## src/rtl/credit_pkg.sv

```systemverilog
package credit_pkg;

    typedef enum logic [1:0] {
        OP_HOLD  = 2'd0,
        OP_CLEAR = 2'd1,
        OP_ADD   = 2'd2,
        OP_SUB   = 2'd3
    } op_kind_e;

    localparam int UNITS_NICKEL  = 1;
    localparam int UNITS_DIME    = 2;
    localparam int UNITS_QUARTER = 5;
    localparam int UNITS_PRICE   = 9;

    localparam int NUM_LIMITS = 3;

endpackage

```

## src/rtl/credit_cmd_decode.sv

```systemverilog
module credit_cmd_decode
    import credit_pkg::*;
#(
    parameter int BAL_W = 4
) (
    input  logic             add_n,
    input  logic             add_d,
    input  logic             add_q,
    input  logic             sub_n,
    input  logic             sub_d,
    input  logic             sub_q,
    input  logic             sub_p,
    input  logic             clr,
    output op_kind_e         op,
    output logic [BAL_W-1:0] operand
);

    localparam logic [BAL_W-1:0] K_NICKEL  = BAL_W'(UNITS_NICKEL);
    localparam logic [BAL_W-1:0] K_DIME    = BAL_W'(UNITS_DIME);
    localparam logic [BAL_W-1:0] K_QUARTER = BAL_W'(UNITS_QUARTER);
    localparam logic [BAL_W-1:0] K_PRICE   = BAL_W'(UNITS_PRICE);

    logic any_add;
    logic any_sub;

    always_comb begin
        any_add = add_n | add_d | add_q;
        any_sub = sub_n | sub_d | sub_q | sub_p;
        if (clr)          op = OP_CLEAR;
        else if (any_add) op = OP_ADD;
        else if (any_sub) op = OP_SUB;
        else              op = OP_HOLD;
    end

    always_comb begin
        if (add_q | sub_q)      operand = K_QUARTER;
        else if (sub_p)         operand = K_PRICE;
        else if (add_d | sub_d) operand = K_DIME;
        else if (add_n | sub_n) operand = K_NICKEL;
        else                    operand = '0;
    end

endmodule

```

## src/rtl/credit_addsub.sv

```systemverilog
module credit_addsub #(
    parameter int BAL_W = 4
) (
    input  logic [BAL_W-1:0] a,
    input  logic [BAL_W-1:0] b,
    input  logic             sub,
    output logic [BAL_W-1:0] sum
);

    logic [BAL_W-1:0] carry;
    logic [BAL_W-1:0] b_eff;

    assign carry[0] = sub;

    for (genvar i = 0; i < BAL_W; i++) begin : g_bit
        assign b_eff[i] = b[i] ^ sub;
        assign sum[i]   = a[i] ^ b_eff[i] ^ carry[i];
        if (i < BAL_W - 1) begin : g_carry
            assign carry[i+1] = (a[i] & b_eff[i]) | (carry[i] & (a[i] ^ b_eff[i]));
        end
    end

endmodule

```

## src/rtl/credit_flags.sv

```systemverilog
module credit_flags
    import credit_pkg::*;
#(
    parameter int BAL_W = 4
) (
    input  logic [BAL_W-1:0]      bal,
    output logic                  nonzero,
    output logic [NUM_LIMITS-1:0] at_least
);

    localparam int LIMIT_MINUS1 [NUM_LIMITS] = '{UNITS_DIME - 1, UNITS_QUARTER - 1, UNITS_PRICE - 1};

    function automatic logic neg_sign(input logic [BAL_W:0] k, input logic [BAL_W:0] v);
        logic [BAL_W:0] d;
        d = k - v;
        return d[BAL_W];
    endfunction

    assign nonzero = |bal;

    for (genvar t = 0; t < NUM_LIMITS; t++) begin : g_lim
        assign at_least[t] = neg_sign((BAL_W + 1)'(LIMIT_MINUS1[t]), {1'b0, bal});
    end

endmodule

```

## src/rtl/credit_accum.sv

```systemverilog
module credit_accum
    import credit_pkg::*;
#(
    parameter int BAL_W = 4
) (
    input  logic             clk,
    input  logic             rst,
    input  logic             cmd_add_nickel,
    input  logic             cmd_add_dime,
    input  logic             cmd_add_quarter,
    input  logic             cmd_sub_nickel,
    input  logic             cmd_sub_dime,
    input  logic             cmd_sub_quarter,
    input  logic             cmd_sub_price,
    input  logic             cmd_clear,
    output logic [BAL_W-1:0] balance_o,
    output logic             flag_nonzero,
    output logic             flag_dime,
    output logic             flag_quarter,
    output logic             flag_price
);

    op_kind_e              op;
    logic [BAL_W-1:0]      operand;
    logic [BAL_W-1:0]      bal_q;
    logic [BAL_W-1:0]      next_sum;
    logic [NUM_LIMITS-1:0] at_least;

    credit_cmd_decode #(.BAL_W(BAL_W)) u_dec (
        .add_n   (cmd_add_nickel),
        .add_d   (cmd_add_dime),
        .add_q   (cmd_add_quarter),
        .sub_n   (cmd_sub_nickel),
        .sub_d   (cmd_sub_dime),
        .sub_q   (cmd_sub_quarter),
        .sub_p   (cmd_sub_price),
        .clr     (cmd_clear),
        .op      (op),
        .operand (operand)
    );

    credit_addsub #(.BAL_W(BAL_W)) u_alu (
        .a   (bal_q),
        .b   (operand),
        .sub (op != OP_ADD),
        .sum (next_sum)
    );

    always_ff @(posedge clk) begin
        if (rst) begin
            bal_q <= '0;
        end else begin
            unique case (op)
                OP_CLEAR:       bal_q <= '0;
                OP_ADD, OP_SUB: bal_q <= next_sum;
                default:        bal_q <= bal_q;
            endcase
        end
    end

    credit_flags #(.BAL_W(BAL_W)) u_flags (
        .bal      (bal_q),
        .nonzero  (flag_nonzero),
        .at_least (at_least)
    );

    always_comb begin
        balance_o    = bal_q;
        flag_dime    = at_least[0];
        flag_quarter = at_least[1];
        flag_price   = at_least[2];
    end

    AST_RESET_ZERO: assert property (@(posedge clk) rst |=> (balance_o == '0));
    AST_CLEAR_WINS: assert property (@(posedge clk) disable iff (rst)
        cmd_clear |=> (balance_o == '0));
    AST_IDLE_HOLD: assert property (@(posedge clk) disable iff (rst)
        (op == OP_HOLD) |=> $stable(balance_o));
    AST_ADD_NO_WRAP: assert property (@(posedge clk) disable iff (rst)
        (op == OP_ADD) |=> (balance_o > $past(balance_o)));
    AST_SUB_DROPS: assert property (@(posedge clk) disable iff (rst)
        (op == OP_SUB) |=> (balance_o < $past(balance_o)));
    AST_PRICE_NEST: assert property (@(posedge clk) disable iff (rst)
        flag_price |-> (flag_quarter && flag_dime));
    AST_DIME_NEST: assert property (@(posedge clk) disable iff (rst)
        flag_dime |-> flag_nonzero);

endmodule

```

## config.mk

```make
export PLATFORM = sky130hd
export DESIGN_NAME = credit_accum
export DESIGN_NICKNAME = d
export VERILOG_FILES = /design/src/rtl/credit_pkg.sv /design/src/rtl/credit_cmd_decode.sv /design/src/rtl/credit_addsub.sv /design/src/rtl/credit_flags.sv /design/src/rtl/credit_accum.sv
export SDC_FILE = /design/constraint.sdc
export NUM_CORES = 1
export LEC_CHECK = 0
export ABC_CLOCK_PERIOD_IN_PS = 4100
export BUFFER_PORTS_ARGS = -buffer_cell sky130_fd_sc_hd__buf_2
export CAP_MARGIN = 20
export CORE_AREA = 4 4 41 43
export CTS_CLUSTER_DIAMETER = 150
export DETAILED_ROUTE_END_ITERATION = 16
export DIE_AREA = 0 0 45 47
export GPL_TIMING_DRIVEN = 0
export PLACE_DENSITY = 0.6
export SKIP_CTS_REPAIR_TIMING = 1
export SYNTH_ARGS = -nofsm -noshare
export SYNTH_HDL_FRONTEND = slang
export SYNTH_SLANG_ARGS = --single-unit
```

## constraint.sdc

```tcl
create_clock -name clk -period 4.1 [get_ports clk]
set_clock_uncertainty 0.15 [all_clocks]
set_input_delay 1.025 -clock clk [delete_from_list [all_inputs] [get_ports clk]]
set_output_delay 1.025 -clock clk [all_outputs]
set_load 0.005 [all_outputs]
```

Word level (Yosys, flattened, before mapping)
Cells that the tools add are included.
Storage, ports and cells
  flip-flop bits (word level): 4
  bits in latches: 0
  RAM bits: 0
  memory bits (read-only): 0
  input port bits: 10
  output and inout port bits: 8
  logic and storage cells: 48
  memories kept: 0
Cells by class
  add/sub/neg operators: 3
  multipliers: 0
  div/mod/pow operators: 0
  $lt $le $gt $ge: 0
  equal/unequal tests: 4
  shift operators: 0
  muxes and demuxes: 8
  bitwise logic cells: 29
  reductions and logical operators: 3
Operator list (number)
  2-to-1 mux 4 bit: 3
  bitwise XOR 1 bit: 12
  OR 1 bit: 11
  case mux 4 bit (2 select lines): 1
  AND 1 bit: 6
  2-to-1 mux 2 bit: 3
  subtractor 1 x 4 -> 5 bit (first input constant): 1
  subtractor 3 x 4 -> 5 bit (first input constant): 1
  subtractor 4 x 4 -> 5 bit (first input constant): 1
  == test 2 bit (second input constant): 2
  OR reduction 4 bit: 1
  == test 2 x 1 -> 1 bit (second input constant): 1
  inequality test 2 bit (second input constant): 1
  nonzero test 2 bit: 1
  OR reduction 2 bit: 1
  2-to-1 mux 1 bit: 1

Longest topological paths before layout
Gate-level depths: netlist (run 1).
  depth after elaboration: 17
  gate-level depth with buffers: 9
  depth with buffers taken out: 9

Hierarchy
From an unflattened synthesis (run 1), not the netlist that was laid out.
Second synthesis, totals
  cell total of the unflattened synthesis: 46
  area total of the unflattened synthesis: 380.4 um2
Modules (own cells, without submodules)
  credit_accum: instances 1, cells an instance 17, area each 157.7 um2, seq. area each 80.1 um2
  credit_addsub: instances 1, cells an instance 12, area each 115.1 um2, seq. area each 0.0 um2
  credit_cmd_decode: instances 1, cells an instance 12, area each 68.8 um2, seq. area each 0.0 um2
  credit_flags: instances 1, cells an instance 5, area each 38.8 um2, seq. area each 0.0 um2

Least setup slack after synthesis (run 1)
No wires, ideal clock.
  kind: in2reg
  start point: in cmd_add_quarter
  end point: reg bal_q[3] (netlist: balance_o[3])
  library setup time: 0.122 ns
  arrival time: 3.039 ns
  required time: 3.828 ns
  slack: 0.789 ns
  stages on the path: 9
  path buffers: 0
  cell sequence: nor3_1 nor2_1 nor2_1 a21oi_1 fa_1 fa_1 xor2_1 and4_1 a311o_1
Between the ends
  cells in the longest elaborated chain, start to end: 14
  elaborated cells on any way between the ends: 30
  classes of those cells: eq/ne (4); mux (4); bitwise (20); reduce/logical (2)
Ends and longest elaborated chain
  start, declared: line credit_accum.sv:10  | input logic cmd_add_quarter,
  OR 1 bit: line credit_cmd_decode.sv:27  | any_add = add_n | add_d | add_q;
  2-to-1 mux 2 bit: line credit_cmd_decode.sv:30  | else if (any_add) op = OP_ADD;
  2-to-1 mux 2 bit: line credit_cmd_decode.sv:29  | if (clr) op = OP_CLEAR;
  inequality test 2 bit: line credit_accum.sv:45  | .sub (op != OP_ADD),
  bitwise XOR 1 bit: line credit_addsub.sv:16  | assign b_eff[i] = b[i] ^ sub;
  bitwise XOR 1 bit: line credit_addsub.sv:19  | assign carry[i+1] = (a[i] & b_eff[i]) | (carry[i] & (a[i] ^ b_eff[i]));
  AND 1 bit: line credit_addsub.sv:19
  OR 1 bit: line credit_addsub.sv:19
  AND 1 bit: line credit_addsub.sv:19
  OR 1 bit: line credit_addsub.sv:19
  AND 1 bit: line credit_addsub.sv:19
  OR 1 bit: line credit_addsub.sv:19
  bitwise XOR 1 bit: line credit_addsub.sv:17  | assign sum[i] = a[i] ^ b_eff[i] ^ carry[i];
  case mux 4 bit (2 select lines): line credit_accum.sv:53  | unique case (op)
  end signal, assigned: line credit_accum.sv:55  | OP_ADD, OP_SUB: bal_q <= next_sum;
  end signal, assigned: line credit_accum.sv:56  | default: bal_q <= bal_q;
  end, declared: line credit_accum.sv:25  | logic [BAL_W-1:0] bal_q;
Parallel ways exist; a longest one is shown, timed or not.
A chain may end at the register's enable or synchronous reset.

Final worst setup path (run 1)
Same ends and word-level chain as after synthesis.

==> results of run 1 <==
==> final cells by class <==
type / instances / area [um2] / share of cell area
sequential: 4 / 80.1 / 0.165
clock buffer: 3 / 22.5 / 0.0464
multi-input combinational: 37 / 279 / 0.575
timing repair buffer: 17 / 85.1 / 0.175
tap: 15 / 18.8 / 0.0387
==> cell families (layout without fill, tap and decap cells) <==
kind of cell	count (synthesis)	in the layout
AND/OR/NAND/NOR	21	21
AO/OA/AOI/OAI	9	9
XOR/XNOR	3	3
adder cells (fa/ha/maj)	2	2
multiplexers	2	2
buffers and inverters	0	20
flip-flops	4	4
==> synth_stat cells <==
cell type  n
nor3_1     6
nand3b_1   1
xor2_1     2
or4_1      1
nor4_2     1
o21ai_0    2
a21oi_1    2
nand2_1    2
mux2i_1    2
and4_1     1
nor3b_1    1
o211ai_2   1
nand2b_1   1
fa_1       2
or3_4      1
nor2_1     5
o31a_1     1
dfxtp_1    4
or3_1      1
xnor2_1    1
o21ai_1    1
a311o_1    1
o31ai_2    1
==> worst register-to-register path, stage by stage, from the launching register on <==
cell,delay (ns)
dfxtp_1,0.34
nand2_1,0.07
o21ai_1,0.07
fa_1,0.39
fa_1,0.38
xor2_1,0.19
and4_1,0.22
a311o_1,0.27
==> stage by stage <==
stage	util	cell area, um2	hold slack, ns
after CTS	0.373	485	0.467
after global placement	0.356	463	0.463
after global routing	0.373	485	0.533
after floorplan	-	359	0.423
after detailed placement	0.356	463	0.459
final	0.373	485	0.456
==> how the worst max path moves through the flow <==
stage                         start                   endpoint
detailed placement  cmd_add_quarter  balance_o[3]$_SDFFE_PP0P_
finish              cmd_add_quarter  balance_o[3]$_SDFFE_PP0P_
global placement    cmd_add_quarter  balance_o[3]$_SDFFE_PP0P_
global route        cmd_add_quarter  balance_o[3]$_SDFFE_PP0P_
CTS                 cmd_add_quarter  balance_o[3]$_SDFFE_PP0P_
floorplan           cmd_add_quarter  balance_o[3]$_SDFFE_PP0P_
==> metal layers <==
layer  track usage  part of all wire
met5             0                 0
met3        0.0460              0.15
met2         0.113              0.38
met4        0.0351                 0
met1         0.124              0.48
==> power breakdown <==
group	leakage [nW]	internal (mW)	switching [mW]
logic	0.185	0.0240	0.0227
registers	0.0329	0.0429	0.00660
clock network	0.0138	0.0327	0.0161
total	0.232	0.0996	0.0454
==> metrics.yaml, run 1 <==
status:
  status: "finished clean"
detailed_routing:
  drt.antenna.violating_nets: 0
  post_drt_wl_per_cell_um: 10.7
  first_iter_violations: 3
  drt-vias-per-instance: 5.08
  vias: 386
  firstDrtPassIters: 4
  remaining_drc_errors: 0
  finalWirelength_um: 816
sta:
  worst_pin_slew_ns: 0.386
  fin_setup_tns_ns: 0
  setup_violations: 0
  setup_slack_ns: 0.724
  hold_viol_final: 0
  relSlewSlack: 0.741
  rsz0062_at_grt: "false"
  fin_crit_ns: 3.38
  maxSlewViolCount: 0
  timing.fmax_ghz: 0.296
  timing.final.crit_share: 0.823
worst_hold_path:
  hold_depth: 2
  hp-class: "reg -> reg"
  hold_start: "balance_o[0]$_SDFFE_PP0P_"
  min_to: "balance_o[0]$_SDFFE_PP0P_"
power_and_ir_drop:
  power_density_mw_per_mm2: 299
  p_leak_nw: 0.232
  p_total_uw: 145
  vdd_drop_max_mv: 0.124
yosys:
  yosysUniqueCellTypes: 23
  avgSynthCellArea_um2: 8.76
  synth_compound_area_frac: 0.192
  synth-seq-cells: 4
  yosys.area_share.adder: 0.111
  yosys-top-cells-area: "dfxtp_1 22%, fa_1 11%, nor3_1 8.4%, mux2i_1 5.6%, nor2_1 5.2%"
  yosysTopAreaCell: "dfxtp_1"
  syn_nets: 53
  seq_area_frac_synth: 0.223
  synth_area_um2: 359
  netlist.area_leader.share: 0.223
  synthXorXnorAreaFrac: 0.0732
  muxShareOfSynthArea: 0.0557
  yosysWarnings: 0
  synth-simple-area-share: 0.345
  synth_top_family_by_area: "simple AND/OR/NAND/NOR gates"
  syn-instance-count: 41
setup_path:
  crit_type: "in -> reg"
  cp_cell_sequence: "buf_2 -> nor3_1 -> nor2_1 -> nor2_1 -> a21oi_1 -> fa_1 -> fa_1 -> xor2_1 -> and4_1 -> a311o_1"
  startpoint_type: "input pin"
  r2r_start: "balance_o[0]$_SDFFE_PP0P_"
  cpPeakStageDelay_ns: 0.42
  end_kind: "register"
  crit_fanout: 5
  reg2reg_depth: 7
  cp.arrival_ns: 3.34
  cp_top_family: "simple AND/OR/NAND/NOR gates"
  crit_cells: 10
  reg2reg_to: "balance_o[3]$_SDFFE_PP0P_"
  ff2ff_setup_slack_ns: 1.89
  crit_slowest_cell: "fa_1"
  path_buf_inv: 1
  critPathRequiredTime_ns: 4.06
cells_and_area:
  final_cell_mix: "17 x buf_2, 6 x nor3_1, 5 x nor2_1"
  largest_register_ffs: 4
  stdcell_count: 76
  fin_nets: 75
  synthToLayoutAreaGrowth_pct: 35.2
  drive_gt1_frac: 0.393
  fillers: 150
  mostFrequentLayoutCell: "buf_2"
  antenna-diode-count: 0
placed_design:
  place_inst: 73
  place.gp.congestion: 0.682
  post-place-ws_ns: 0.494
  hpwl_um: 685
  io_buffers: 17
global_routing:
  grt_pass1_wl_mm: 1.34
  grt_max_degree: 9
  grt_pass1_vias: 312
  grt-ovfl-total: 0
  antenna_found_initial: 0
  grt_use_total: 0.0888
clocking:
  clk_pin_slew_worst_paths_ns: 0.04
  numCtsBuffers: 3
  cts_tree: "built"
  root_buffer: "clkbuf_4"
  htreeDepth: 1
  cts_buffer_depth: 2
  clk_latency_ns: 0.24
  clock-sinks: 4
floorplan:
  die_h_um: 47
  start_util: 0.276
  row_count: 13
  fp.coreArea_mm2: 0.00130
  die-area_mm2: 0.00212
  dieWidth_um: 45
  ios: 18
run:
  drv_cap: 0
(Power assumes the default switching activity.)
==> run 2: changes to the inputs <==
--- a/config.mk
+++ b/config.mk
@@ -5,7 +5,7 @@
 export SDC_FILE = /design/constraint.sdc
 export NUM_CORES = 1
 export LEC_CHECK = 0
-export ABC_CLOCK_PERIOD_IN_PS = 4100
+export ABC_CLOCK_PERIOD_IN_PS = 3300
 export BUFFER_PORTS_ARGS = -buffer_cell sky130_fd_sc_hd__buf_2
 export CAP_MARGIN = 20
 export CORE_AREA = 4 4 41 43
==> constraint.sdc (replaced) <==
create_clock -name clk -period 3.3 [get_ports clk]
set_clock_uncertainty 0.15 [all_clocks]
set_input_delay 0.825 -clock clk [delete_from_list [all_inputs] [get_ports clk]]
set_output_delay 0.825 -clock clk [all_outputs]
set_load 0.005 [all_outputs]
==> run 2 against run 1 <==
  * Clock power is 24% higher
  * Largest cell class unchanged
  * Count of clock-buffer cells in the layout stayed put
  * Highest routed layer unchanged
  * Routed wire length stayed put
  * Critical endpoint unchanged
  * Utilization is 0.38 points higher
==> metrics.yaml, run 2 (synthesized netlist as in run 1, its figures left out) <==
status:
  status: "finished clean"
worst_hold_path:
  min_to: "balance_o[0]$_SDFFE_PP0P_"
  hold_depth: 2
  hp-class: "reg -> reg"
  hold_start: "balance_o[0]$_SDFFE_PP0P_"
placed_design:
  hpwl_um: 685
  place.gp.congestion: 0.682
  placed_area_um2: 463
  io_buffers: 17
clocking:
  cts_tree: "built"
  clk_latency_ns: 0.24
  clk_pin_slew_worst_paths_ns: 0.04
  numCtsBuffers: 3
  cts_buffer_depth: 2
  htreeDepth: 1
  root_buffer: "clkbuf_4"
  clock-sinks: 4
setup_path:
  end_kind: "register"
  crit_fanout: 5
  reg2reg_to: "balance_o[3]$_SDFFE_PP0P_"
  startpoint_type: "input pin"
  crit_type: "in -> reg"
  critPathRequiredTime_ns: 3.26
  cp.arrival_ns: 3.01
  reg2reg_depth: 7
  ff2ff_setup_slack_ns: 1.09
  r2r_start: "balance_o[0]$_SDFFE_PP0P_"
detailed_routing:
  firstDrtPassIters: 4
  post_drt_wl_per_cell_um: 10.7
  first_iter_violations: 3
  finalWirelength_um: 816
  vias: 385
  remaining_drc_errors: 0
  drt.antenna.violating_nets: 0
  drt-vias-per-instance: 5.07
cells_and_area:
  fillers: 149
  fin_nets: 75
  multi_input_area_um2: 284
  synthToLayoutAreaGrowth_pct: 36.6
  design_area_um2: 490
  ff_latch_area_um2: 80.1
  final_cell_mix: "17 x buf_2, 5 x nor2_1, 5 x nor3_1"
  antenna-diode-count: 0
  final_util: 0.377
  drive_gt1_frac: 0.410
  mostFrequentLayoutCell: "buf_2"
  largest_register_ffs: 4
floorplan:
  die-area_mm2: 0.00212
  fp.coreArea_mm2: 0.00130
  start_util: 0.276
  dieWidth_um: 45
  ios: 18
  row_count: 13
  die_h_um: 47
power_and_ir_drop:
  p_leak_nw: 0.233
  vdd_drop_max_mv: 0.155
  power_density_mw_per_mm2: 368
  p_total_uw: 181
sta:
  timing.final.crit_share: 0.922
  rsz0062_at_grt: "false"
  relSlewSlack: 0.749
  maxSlewViolCount: 0
  hold_viol_final: 0
  fin_crit_ns: 3.04
  worst_pin_slew_ns: 0.374
  timing.fmax_ghz: 0.329
  setup_violations: 0
global_routing:
  grt_util_met1: 0.124
  met3_usage: 0.0460
  grt_use_total: 0.0888
  antenna_found_initial: 0
  grt_max_degree: 9
  grt_pass1_vias: 312
  grtUsageMet2: 0.113
  grt-busiest-layer: "met1"
  grt_pass1_wl_mm: 1.34
  grt-ovfl-total: 0
run:
  drv_cap: 0
[run 2: report_power, final]
group | internal (mW) | switching [mW] | leakage, nW
sequential | 0.0533 | 0.00820 | 0.0329
clock | 0.0407 | 0.0201 | 0.0138
combinational | 0.0300 | 0.0285 | 0.186
[run 2: final cells by class]
type                       count  share of cell area
sequential                     4               0.163
tap                           15              0.0383
multi-input combinational     37               0.579
timing repair buffer          17               0.173
clock buffer                   3              0.0459
[run 2: worst max path at each step]
stage / from / to / slack, ns / cells past startpoint
floorplan: cmd_add_quarter / balance_o[3]$_SDFFE_PP0P_ / 0.19 / 9
global placement: cmd_add_quarter / balance_o[3]$_SDFFE_PP0P_ / -0.13 / 10
detailed placement: cmd_add_quarter / balance_o[3]$_SDFFE_PP0P_ / -0.11 / 10
CTS: cmd_add_quarter / balance_o[3]$_SDFFE_PP0P_ / 0.13 / 10
global route: cmd_add_quarter / balance_o[3]$_SDFFE_PP0P_ / 0.15 / 10
finish: cmd_add_quarter / balance_o[3]$_SDFFE_PP0P_ / 0.26 / 10
[run 2: per-layer routing]
metal,part of all wire,vias up
li1,-,200
met1,0.48,164
met2,0.38,21
met3,0.15,0
met4,0,0
met5,0,-
[run 2: worst max-delay path, cell delays in order]
cell     delay, ns
buf_2         0.13
nor3_2        0.26
nor2_1        0.13
nor2_1        0.11
a21oi_1       0.06
fa_1          0.42
fa_1          0.38
xor2_1        0.19
and4_1        0.22
a311o_1       0.27
[run 2: per-stage QoR]
stage | std cells | setup TNS [ns] | hold slack (ns) | setup WS [ns]
after floorplan | 41 | 0 | 0.423 | 0.189
after global placement | 73 | -0.131 | 0.463 | -0.131
after detailed placement | 73 | -0.106 | 0.459 | -0.106
after CTS | 76 | 0 | 0.467 | 0.128
after global routing | 76 | 0 | 0.533 | 0.147
final | 76 | 0 | 0.456 | 0.258
